===== config.mk =====
export PLATFORM = sky130hd
export DESIGN_NAME = rtc_irq_unit
export DESIGN_NICKNAME = d
export VERILOG_FILES = /design/src/rtl/rtc_irq_pkg.sv /design/src/rtl/irq_rate_gen.sv /design/src/rtl/irq_alarm_match.sv /design/src/rtl/irq_elapsed_timer.sv /design/src/rtl/irq_flag_bank.sv /design/src/rtl/rtc_irq_unit.sv
export SDC_FILE = /design/constraint.sdc
export NUM_CORES = 1
export LEC_CHECK = 0
export BUFFER_PORTS_ARGS = -buffer_cell sky130_fd_sc_hd__buf_2
export CAP_MARGIN = 0
export CORE_ASPECT_RATIO = 0.5
export CORE_UTILIZATION = 50
export CTS_CLUSTER_DIAMETER = 100
export CTS_CLUSTER_SIZE = 28
export DETAILED_ROUTE_END_ITERATION = 7
export GPL_ROUTABILITY_DRIVEN = 0
export GPL_TIMING_DRIVEN = 0
export PLACE_DENSITY = 0.82
export RECOVER_POWER = 50
export SETUP_SLACK_MARGIN = 0.3
export SYNTH_ARGS = -nofsm -noshare
export SYNTH_HDL_FRONTEND = slang
export SYNTH_HIERARCHICAL = 1
export SYNTH_SLANG_ARGS = --single-unit

===== constraint.sdc =====
create_clock -name clk -period 2.5 [get_ports clk]
set_input_delay 0.125 -clock clk [delete_from_list [all_inputs] [get_ports clk]]
set_output_delay 0.125 -clock clk [all_outputs]
set_load 0.02 [all_outputs]

===== src/rtl/rtc_irq_pkg.sv =====
package rtc_irq_pkg;

    localparam int HS_W = 7;
    localparam int SC_W = 6;
    localparam int MN_W = 6;
    localparam int HR_W = 5;
    localparam int DY_W = 5;

    localparam int NSRC    = 3;
    localparam int SRC_PER = 0;
    localparam int SRC_ALM = 1;
    localparam int SRC_TMR = 2;

    localparam int ALM_FIELDS = 4;

    localparam int HS_TOP = 99;
    localparam int SC_TOP = 59;
    localparam int MN_TOP = 59;
    localparam int HR_TOP = 23;

    typedef enum logic [1:0] {
        RATE_10MS  = 2'd0,
        RATE_100MS = 2'd1,
        RATE_1S    = 2'd2,
        RATE_1MIN  = 2'd3
    } rate_e;

    typedef struct packed {
        logic [HR_W-1:0] hour;
        logic [MN_W-1:0] min;
        logic [SC_W-1:0] sec;
        logic [HS_W-1:0] hsec;
    } span_t;

    localparam int SPAN_W = $bits(span_t);

    typedef struct packed {
        logic [DY_W-1:0] day;
        logic [HR_W-1:0] hour;
        logic [MN_W-1:0] min;
        logic [SC_W-1:0] sec;
    } stamp_t;

    function automatic logic span_at_end(span_t t);
        return (t.hour == HR_W'(HR_TOP)) && (t.min == MN_W'(MN_TOP)) &&
               (t.sec == SC_W'(SC_TOP)) && (t.hsec == HS_W'(HS_TOP));
    endfunction

    function automatic span_t span_step(span_t t);
        span_t n;
        n = t;
        if (t.hsec != HS_W'(HS_TOP)) begin
            n.hsec = t.hsec + 1'b1;
        end else begin
            n.hsec = '0;
            if (t.sec != SC_W'(SC_TOP)) begin
                n.sec = t.sec + 1'b1;
            end else begin
                n.sec = '0;
                if (t.min != MN_W'(MN_TOP)) begin
                    n.min = t.min + 1'b1;
                end else begin
                    n.min  = '0;
                    n.hour = t.hour + 1'b1;
                end
            end
        end
        return n;
    endfunction

endpackage


===== src/rtl/irq_rate_gen.sv =====
module irq_rate_gen
    import rtc_irq_pkg::*;
#(
    parameter int DIV_SUB = 10,
    parameter int DIV_SEC = 10,
    parameter int DIV_MIN = 60
) (
    input  logic  clk,
    input  logic  rst,
    input  logic  tick,
    input  rate_e rate,
    output logic  ev
);

    localparam int NST  = 3;
    localparam int DMAX = (DIV_MIN > DIV_SUB) ? ((DIV_MIN > DIV_SEC) ? DIV_MIN : DIV_SEC)
                                              : ((DIV_SUB > DIV_SEC) ? DIV_SUB : DIV_SEC);
    localparam int CW   = (DMAX > 1) ? $clog2(DMAX) : 1;

    function automatic int div_of(int i);
        case (i)
            0:       return DIV_SUB;
            1:       return DIV_SEC;
            default: return DIV_MIN;
        endcase
    endfunction

    logic [NST-1:0] wrap;
    logic [NST:0]   pulse;

    always_comb begin
        pulse[0] = tick;
        for (int k = 1; k <= NST; k++) begin
            pulse[k] = pulse[k-1] & wrap[k-1];
        end
    end

    for (genvar g = 0; g < NST; g++) begin : g_stage
        localparam int D = div_of(g);
        logic [CW-1:0] cnt;

        always_ff @(posedge clk) begin
            if (rst) begin
                cnt <= '0;
            end else if (pulse[g]) begin
                cnt <= (cnt == CW'(D - 1)) ? '0 : cnt + 1'b1;
            end
        end

        assign wrap[g] = (cnt == CW'(D - 1));
    end

    assign ev = pulse[rate];

endmodule


===== src/rtl/irq_alarm_match.sv =====
module irq_alarm_match
    import rtc_irq_pkg::*;
(
    input  logic                  tick,
    input  logic [HS_W-1:0]       now_hsec,
    input  stamp_t                now,
    input  stamp_t                target,
    input  logic [ALM_FIELDS-1:0] ignore,
    output logic                  ev
);

    logic [ALM_FIELDS-1:0] hit;

    always_comb begin
        hit[0] = ignore[0] || (now.sec  == target.sec);
        hit[1] = ignore[1] || (now.min  == target.min);
        hit[2] = ignore[2] || (now.hour == target.hour);
        hit[3] = ignore[3] || (now.day  == target.day);
    end

    assign ev = tick && (now_hsec == '0) && (&hit);

endmodule


===== src/rtl/irq_elapsed_timer.sv =====
module irq_elapsed_timer
    import rtc_irq_pkg::*;
(
    input  logic  clk,
    input  logic  rst,
    input  logic  tick,
    input  logic  run,
    input  logic  clear,
    input  logic  load,
    input  span_t load_val,
    output span_t value,
    output logic  end_ev
);

    span_t cur_q;
    span_t next_c;
    logic  count_c;

    assign count_c = run && tick && !clear && !load && !span_at_end(cur_q);
    assign next_c  = span_step(cur_q);
    assign end_ev  = count_c && span_at_end(next_c);

    always_ff @(posedge clk) begin
        if (rst || clear) begin
            cur_q <= '0;
        end else if (load) begin
            cur_q <= load_val;
        end else if (count_c) begin
            cur_q <= next_c;
        end
    end

    assign value = cur_q;

endmodule


===== src/rtl/irq_flag_bank.sv =====
module irq_flag_bank #(
    parameter int N = 3
) (
    input  logic         clk,
    input  logic         rst,
    input  logic [N-1:0] set,
    input  logic [N-1:0] clr,
    output logic [N-1:0] pend
);

    for (genvar g = 0; g < N; g++) begin : g_flag
        logic f_q;

        always_ff @(posedge clk) begin
            if (rst) begin
                f_q <= 1'b0;
            end else begin
                f_q <= set[g] | (f_q & ~clr[g]);
            end
        end

        assign pend[g] = f_q;
    end

endmodule


===== src/rtl/rtc_irq_unit.sv =====
module rtc_irq_unit
    import rtc_irq_pkg::*;
#(
    parameter int DIV_SUB = 10,
    parameter int DIV_SEC = 10,
    parameter int DIV_MIN = 60
) (
    input  logic        clk,
    input  logic        rst,
    input  logic        tick,
    input  logic [1:0]  per_rate,
    input  logic [6:0]  cur_hsec,
    input  logic [5:0]  cur_sec,
    input  logic [5:0]  cur_min,
    input  logic [4:0]  cur_hour,
    input  logic [4:0]  cur_day,
    input  logic [5:0]  alm_sec,
    input  logic [5:0]  alm_min,
    input  logic [4:0]  alm_hour,
    input  logic [4:0]  alm_day,
    input  logic [3:0]  alm_ignore,
    input  logic        tmr_run,
    input  logic        tmr_clear,
    input  logic        tmr_load,
    input  logic [23:0] tmr_load_val,
    input  logic [2:0]  src_enable,
    input  logic [2:0]  flag_clear,
    input  logic        standby,
    output logic [2:0]  flags,
    output logic [23:0] tmr_value,
    output logic        irq_n
);

    stamp_t           now_s;
    stamp_t           tgt_s;
    span_t            ld_s;
    span_t            tv_s;
    logic [NSRC-1:0]  ev;
    logic [NSRC-1:0]  pend;
    logic [NSRC-1:0]  reach;

    assign now_s = '{day: cur_day, hour: cur_hour, min: cur_min, sec: cur_sec};
    assign tgt_s = '{day: alm_day, hour: alm_hour, min: alm_min, sec: alm_sec};
    assign ld_s  = span_t'(tmr_load_val);

    irq_rate_gen #(
        .DIV_SUB (DIV_SUB),
        .DIV_SEC (DIV_SEC),
        .DIV_MIN (DIV_MIN)
    ) rate_i (
        .clk  (clk),
        .rst  (rst),
        .tick (tick),
        .rate (rate_e'(per_rate)),
        .ev   (ev[SRC_PER])
    );

    irq_alarm_match alarm_i (
        .tick     (tick),
        .now_hsec (cur_hsec),
        .now      (now_s),
        .target   (tgt_s),
        .ignore   (alm_ignore),
        .ev       (ev[SRC_ALM])
    );

    irq_elapsed_timer timer_i (
        .clk      (clk),
        .rst      (rst),
        .tick     (tick),
        .run      (tmr_run),
        .clear    (tmr_clear),
        .load     (tmr_load),
        .load_val (ld_s),
        .value    (tv_s),
        .end_ev   (ev[SRC_TMR])
    );

    irq_flag_bank #(.N(NSRC)) flags_i (
        .clk  (clk),
        .rst  (rst),
        .set  (ev),
        .clr  (flag_clear),
        .pend (pend)
    );

    // In standby only the alarm source may reach the request line.
    always_comb begin
        reach = '1;
        if (standby) begin
            reach = '0;
            reach[SRC_ALM] = 1'b1;
        end
    end

    assign flags     = pend;
    assign tmr_value = tv_s;
    assign irq_n     = ~(|(pend & src_enable & reach));

endmodule


### Yosys cells after proc, flatten, opt, wreduce, memory -nomap -nowiden

Index checks and enable logic that the tools add are counted.

| cells by class | value |
|---|---|
| add/subtract/negate cells | 7 |
| order comparisons | 1 |
| eq/ne operators | 18 |
| mux-type cells | 14 |
| bitwise operators | 15 |
| reductions and logical operators | 25 |

Operators by type and width:

| operator | count |
|---|---|
| 24-bit two-way mux | 2 |
| 6-bit by 1-bit adder with 6-bit output (second input constant) | 5 |
| 6-bit == test (second input constant) | 5 |
| 6-bit two-way mux | 5 |
| 17-bit two-way mux | 1 |
| 7-bit == test (second input constant) | 2 |
| 1-bit logical AND | 13 |
| 6-bit by 4-bit == test with 1-bit output (second input constant) | 2 |
| 6-bit == test | 2 |
| 6-bit inequality test (second input constant) | 2 |
| 11-bit two-way mux | 1 |
| 5-bit == test | 2 |
| 5-bit == test (second input constant) | 2 |
| 7-bit by 1-bit adder with 7-bit output (second input constant) | 1 |
| 7-bit zero test | 1 |
| 7-bit two-way mux | 1 |
| 7-bit inequality test (second input constant) | 1 |
| 1-bit AND | 6 |
| 3-bit AND | 2 |
| 5-bit by 1-bit adder with 5-bit output (second input constant) | 1 |
| 1-bit logical OR | 5 |
| 5-bit two-way mux | 1 |
| 1-bit NOT | 4 |
| 4-bit AND reduction | 1 |
| 8 further kinds | 12 |

| word-level totals | value |
|---|---|
| register bits | 45 |
| input bits | 94 |
| word-level logic and storage cells | 90 |

### Depth between registers and ports, before layout

| depth | value |
|---|---|
| depth after elaboration | 10 |
| mapped depth | 11 |

### Cells and area by module

Netlist, hierarchy kept.

By module, submodules not included:

| module | times used | cells an instance | area an instance (µm²) |
|---|---|---|---|
| irq_elapsed_timer | 1 | 235 | 1764.2 |
| irq_rate_gen | 1 | 106 | 919.6 |
| irq_alarm_match | 1 | 34 | 294.0 |
| irq_flag_bank | 1 | 15 | 127.6 |
| rtc_irq_unit | 1 | 2 | 27.5 |

### Worst setup path after synthesis

Ideal clock, no wire load.

| timing | value |
|---|---|
| path kind | register to register |
| start point | register timer_i.cur_q, in the netlist timer_i/value[0] |
| end point | register timer_i.cur_q, in the netlist timer_i/value[22] |
| data arrival time | 2278 ps |
| required time | 2434 ps |
| slack | 156 ps |
| cell stages (with the launch flop) | 9 |
| buffers on the path | 1 |
| period minus slack after synthesis | 2344 ps |
| cell sequence | dfxtp_1 > ha_1 > clkbuf_1 > and2b_1 > nand4_2 > nor4_4 > nand4_1 > mux2_4 > a21oi_2 |

| on the way | value |
|---|---|
| word-level cells in the longest chain between the ends | 5 |
| elaborated cells between the ends (all ways) | 9 |
| those cells by class | eq/ne: 2; mux: 3; reduce/logical: 4 |

RTL lines:

| item | RTL line | source |
|---|---|---|
| from (decl) | irq_elapsed_timer.sv:15 | `span_t cur_q;` |
| from (signal assigned) | irq_elapsed_timer.sv:27 | `cur_q <= load_val;` |
| from (signal assigned) | irq_elapsed_timer.sv:29 | `cur_q <= next_c;` |
| 7-bit == test | rtc_irq_pkg.sv:46 | `(t.sec == SC_W'(SC_TOP)) && (t.hsec == HS_W'(HS_TOP));` |
| 1-bit logical AND | rtc_irq_pkg.sv:46 |  |
| 1-bit zero test | irq_elapsed_timer.sv:19 | `assign count_c = run && tick && !clear && !load && !span_at_end(cur_q);` |
| 1-bit logical AND | irq_elapsed_timer.sv:19 |  |
| 2-bit nonzero test (no source line) | n/a |  |

Parallel ways exist; a longest one is shown, timed or not. The select of a mux whose other input is x is not followed.
A chain may end at the register's enable or synchronous reset.

### Final worst setup path

| timing | value |
|---|---|
| start point | register timer_i.cur_q, in the netlist timer_i/value[7] |
| end point | register timer_i.cur_q, in the netlist timer_i/value[13] |

| on the way | value |
|---|---|
| word-level cells in the longest chain between the ends | 6 |
| elaborated cells between the ends (all ways) | 11 |
| those cells by class | eq/ne: 2; mux: 4; reduce/logical: 5 |

RTL lines:

| item |
|---|
| branches (longest 6 deep; another with 24-bit two-way mux) |

Several ways; the timed one is not identified. The select of a mux whose other input is x is not followed.

==> impl_metrics.env <==
export IMPL_yosys_top_cells_count="dfxtp_1 (45), nand2_1 (39), nor2_1 (37), a21oi_1 (30), xor2_1 (21)"
export IMPL_synth_fp_nets=496
export IMPL_clock_skew_ps=6.93
export IMPL_nets=639
export IMPL_ys_top_cells_by_area="dfxtp_1 (29%), xor2_1 (5.9%), a21oi_1 (4.8%)"
export IMPL_start_util_pct=54.5
export IMPL_cts_clk_slew_worst_paths_ps=60
export IMPL_required_ps=2630
export IMPL_avgSynthCellArea_sq_um=7.99
export IMPL_ys_flop_type="dfxtp_1"
export IMPL_final_fill_count=474
export IMPL_io_buffers=121
export IMPL_synthAdderAreaFrac_pct=3.99
export IMPL_cts_tree="done"
export IMPL_die_h_um=58.0
export IMPL_syn_cell_area_sq_um=3130
export IMPL_numCtsBuffers=5
export IMPL_synth_seq_area_share_pct=28.8
export IMPL_worstSetupStartpointType="flop"
export IMPL_synth_seq_cells=45
export IMPL_crit_arrival_ps=2390
export IMPL_antenna_cells=0
export IMPL_post_route_min_period_ps=2260
export IMPL_critPathCaptureType="flop"
export IMPL_synth_area_leader_cell="dfxtp_1"
export IMPL_max_freq_mhz=442
export IMPL_pre_cts_slack_ps=-74.6
export IMPL_worst_skew_pair_late_latency_ps=280
export IMPL_p_total_mw=1.77
export IMPL_yosys_area_share_xor_xnor_pct=10.3
export IMPL_grt_pass1_wl_um=14300
export IMPL_layout_area_overhead_vs_synth_pct=36.7
export IMPL_reg2reg_slack_ps=240
export IMPL_grt_start_max_net_pins=14
export IMPL_fin_crit_sh_pct=90.4
export IMPL_ioPinCount=122
export IMPL_rsz0062_at_grt="true"
export IMPL_postCtsHoldBufs=0
export IMPL_hold_viol=0
export IMPL_synth_compound_area_share_pct=20.4
export IMPL_wirelength_um=9610
export IMPL_clkSinkCount=45
export IMPL_path_max_fanout=7
export IMPL_final_max_slew_viol_count=0
export IMPL_coreArea_sq_um=5750
export IMPL_async_reset_ff_share_pct=0
export IMPL_hp_class="in2reg"
export IMPL_maxCapViolations=0
export IMPL_initialDrtViolationCount=291
export IMPL_worst_setup_path_type="reg2reg"
export IMPL_die_x_um=114
export IMPL_p_leak_nw=1.65
export IMPL_synth_top_family_by_area="simple AND/OR/NAND/NOR gates"
export IMPL_drive_above_1_share_pct=32.1
export IMPL_yosysUniqueCellTypes=66
export IMPL_powerDensity_nw_per_um2=413
export IMPL_drt_antenna_violating_nets=0
export IMPL_grtUsageTotal_pct=27.3
export IMPL_regArea_sq_um=923
export IMPL_synthMuxAreaShare_pct=1.20
export IMPL_synthCells=392
export IMPL_slew_headroom_pct=61.7
export IMPL_yosysWarnings=6
export IMPL_detailed_place_hpwl_um=6360
export IMPL_cts_root_buf="clkbuf_16"
export IMPL_status="finished clean"
export IMPL_die_area_sq_um=6610
export IMPL_worst_slack_ps=239
export IMPL_worst_slew_pin_slew_ps=566
export IMPL_grt_antenna_before_repair=0
export IMPL_cts_buffer_depth=2
export IMPL_utilization_pct=74.5
export IMPL_wl_per_cell_um=15.5
export IMPL_final_cells=619
export IMPL_fin_area_sq_um=4280
export IMPL_multi_input_area_sq_um=2200
export IMPL_via_per_inst=5.79
export IMPL_synth_edf_count=0
export IMPL_yosysMostFrequentCell="dfxtp_1"
export IMPL_netlist_area_leader_share_pct=28.8
export IMPL_cts_htree_levels=2
export IMPL_vdd_ir_drop_worst_uv=295
export IMPL_timing_setup_tns_ps=0
export IMPL_synthSimpleGateAreaFrac_pct=30.2
export IMPL_rows=19
export IMPL_place_inst=597
export IMPL_grt_pass1_vias=3143
export IMPL_vias=3587
export IMPL_placed_area_sq_um=3850
export IMPL_finalSetupViolCount=0
export IMPL_hold_ws_ps=72.2
export IMPL_drc=0
export IMPL_first_pass_iters=6
export IMPL_grt_overflow=0
-- power breakdown --
part	internal [mW]	total [mW]	switching, mW	leakage (nW)
sequential	0.730	0.758	0.0278	0.370
combinational	0.141	0.287	0.146	1.20
clock	0.464	0.727	0.263	0.0797
total	1.33	1.77	0.436	1.65
-- metal layers --
layer  vias to the layer above  global-route usage [%]  wire, um
li1                       1719                       -         -
met1                      1645                    34.7      3960
met2                       191                    47.4      4610
met3                        32                    5.44       760
met4                         0                    8.72       284
met5                         -                       0         0
-- worst max-delay path, stage by stage, from the launching register on --
cell	delay, ps
dfxtp_4	370
ha_4	180
and3b_1	170
buf_4	170
and4_1	210
buf_4	170
a31oi_4	310
buf_6	180
nand2_1	80
nand3b_1	140
a21oi_1	120
-- worst paths after layout --
| path | start | to | depth (start not counted) |
|---|---|---|---|
| max | timer_i/value[7]$_SDFFE_PP0P_ | timer_i/value[13]$_SDFFE_PP0P_ | 10 |
| min | tmr_load_val[7] | timer_i/value[7]$_SDFFE_PP0P_ | 3 |
| max reg2reg | timer_i/value[7]$_SDFFE_PP0P_ | timer_i/value[13]$_SDFFE_PP0P_ | 10 |
| min reg2reg | flags_i/g_flag[0].f_q$_SDFF_PP0_ | flags_i/g_flag[0].f_q$_SDFF_PP0_ | 2 |
-- final cells by class --
type / instances / share of cell area (%)
buffer: 22 / 3.42
clock buffer: 5 / 2.92
clock inverter: 2 / 0.818
inverter: 12 / 1.05
multi-input combinational: 313 / 51.5
sequential: 45 / 21.6
tap: 84 / 2.45
timing repair buffer: 136 / 16.3
-- state kept, by name, indices dropped and copies added (netlist names) --
register / count
timer_i/value: 24
rate_i/g_stage.cnt: 18
flags_i/g_flag.f_q: 3
-- cell families after synthesis --
family / count (synthesis)
multiplexers: 3
flip-flops: 45
adder cells (fa/ha/maj): 10
AND/OR/NAND/NOR: 168
XOR/XNOR: 36
AO/OA/AOI/OAI: 96
buffers and inverters: 34
-- cells in the final DEF, fill, tap and decap left out, drive strengths merged, types with 3 or more instances in the layout --
cell    instances
nor2           37
nand3b          5
nand2          40
ha             10
a211oi          6
nand3          15
a22oi           5
a222oi          7
or4             3
and3            3
nor4            6
o21ai          17
nand2b          6
clkbuf         45
o211ai          3
and2            6
buf           118
nor3b           3
nor2b           5
dfxtp          45
xor2           22
inv            12
a21oi          32
xnor2          14
mux2            3
or3             3
nand4          14
a31oi           7
o31ai           5
nor3            8
-- timing repair --
action                     in CTS  in global routing
setup buffers                   7                  7
setup endpoints to repair      19                 20
pin swaps                       5                 10
resized for setup              21                 32
gates cloned                    0                  1
No activity file was read; power rests on OpenSTA's default activity.
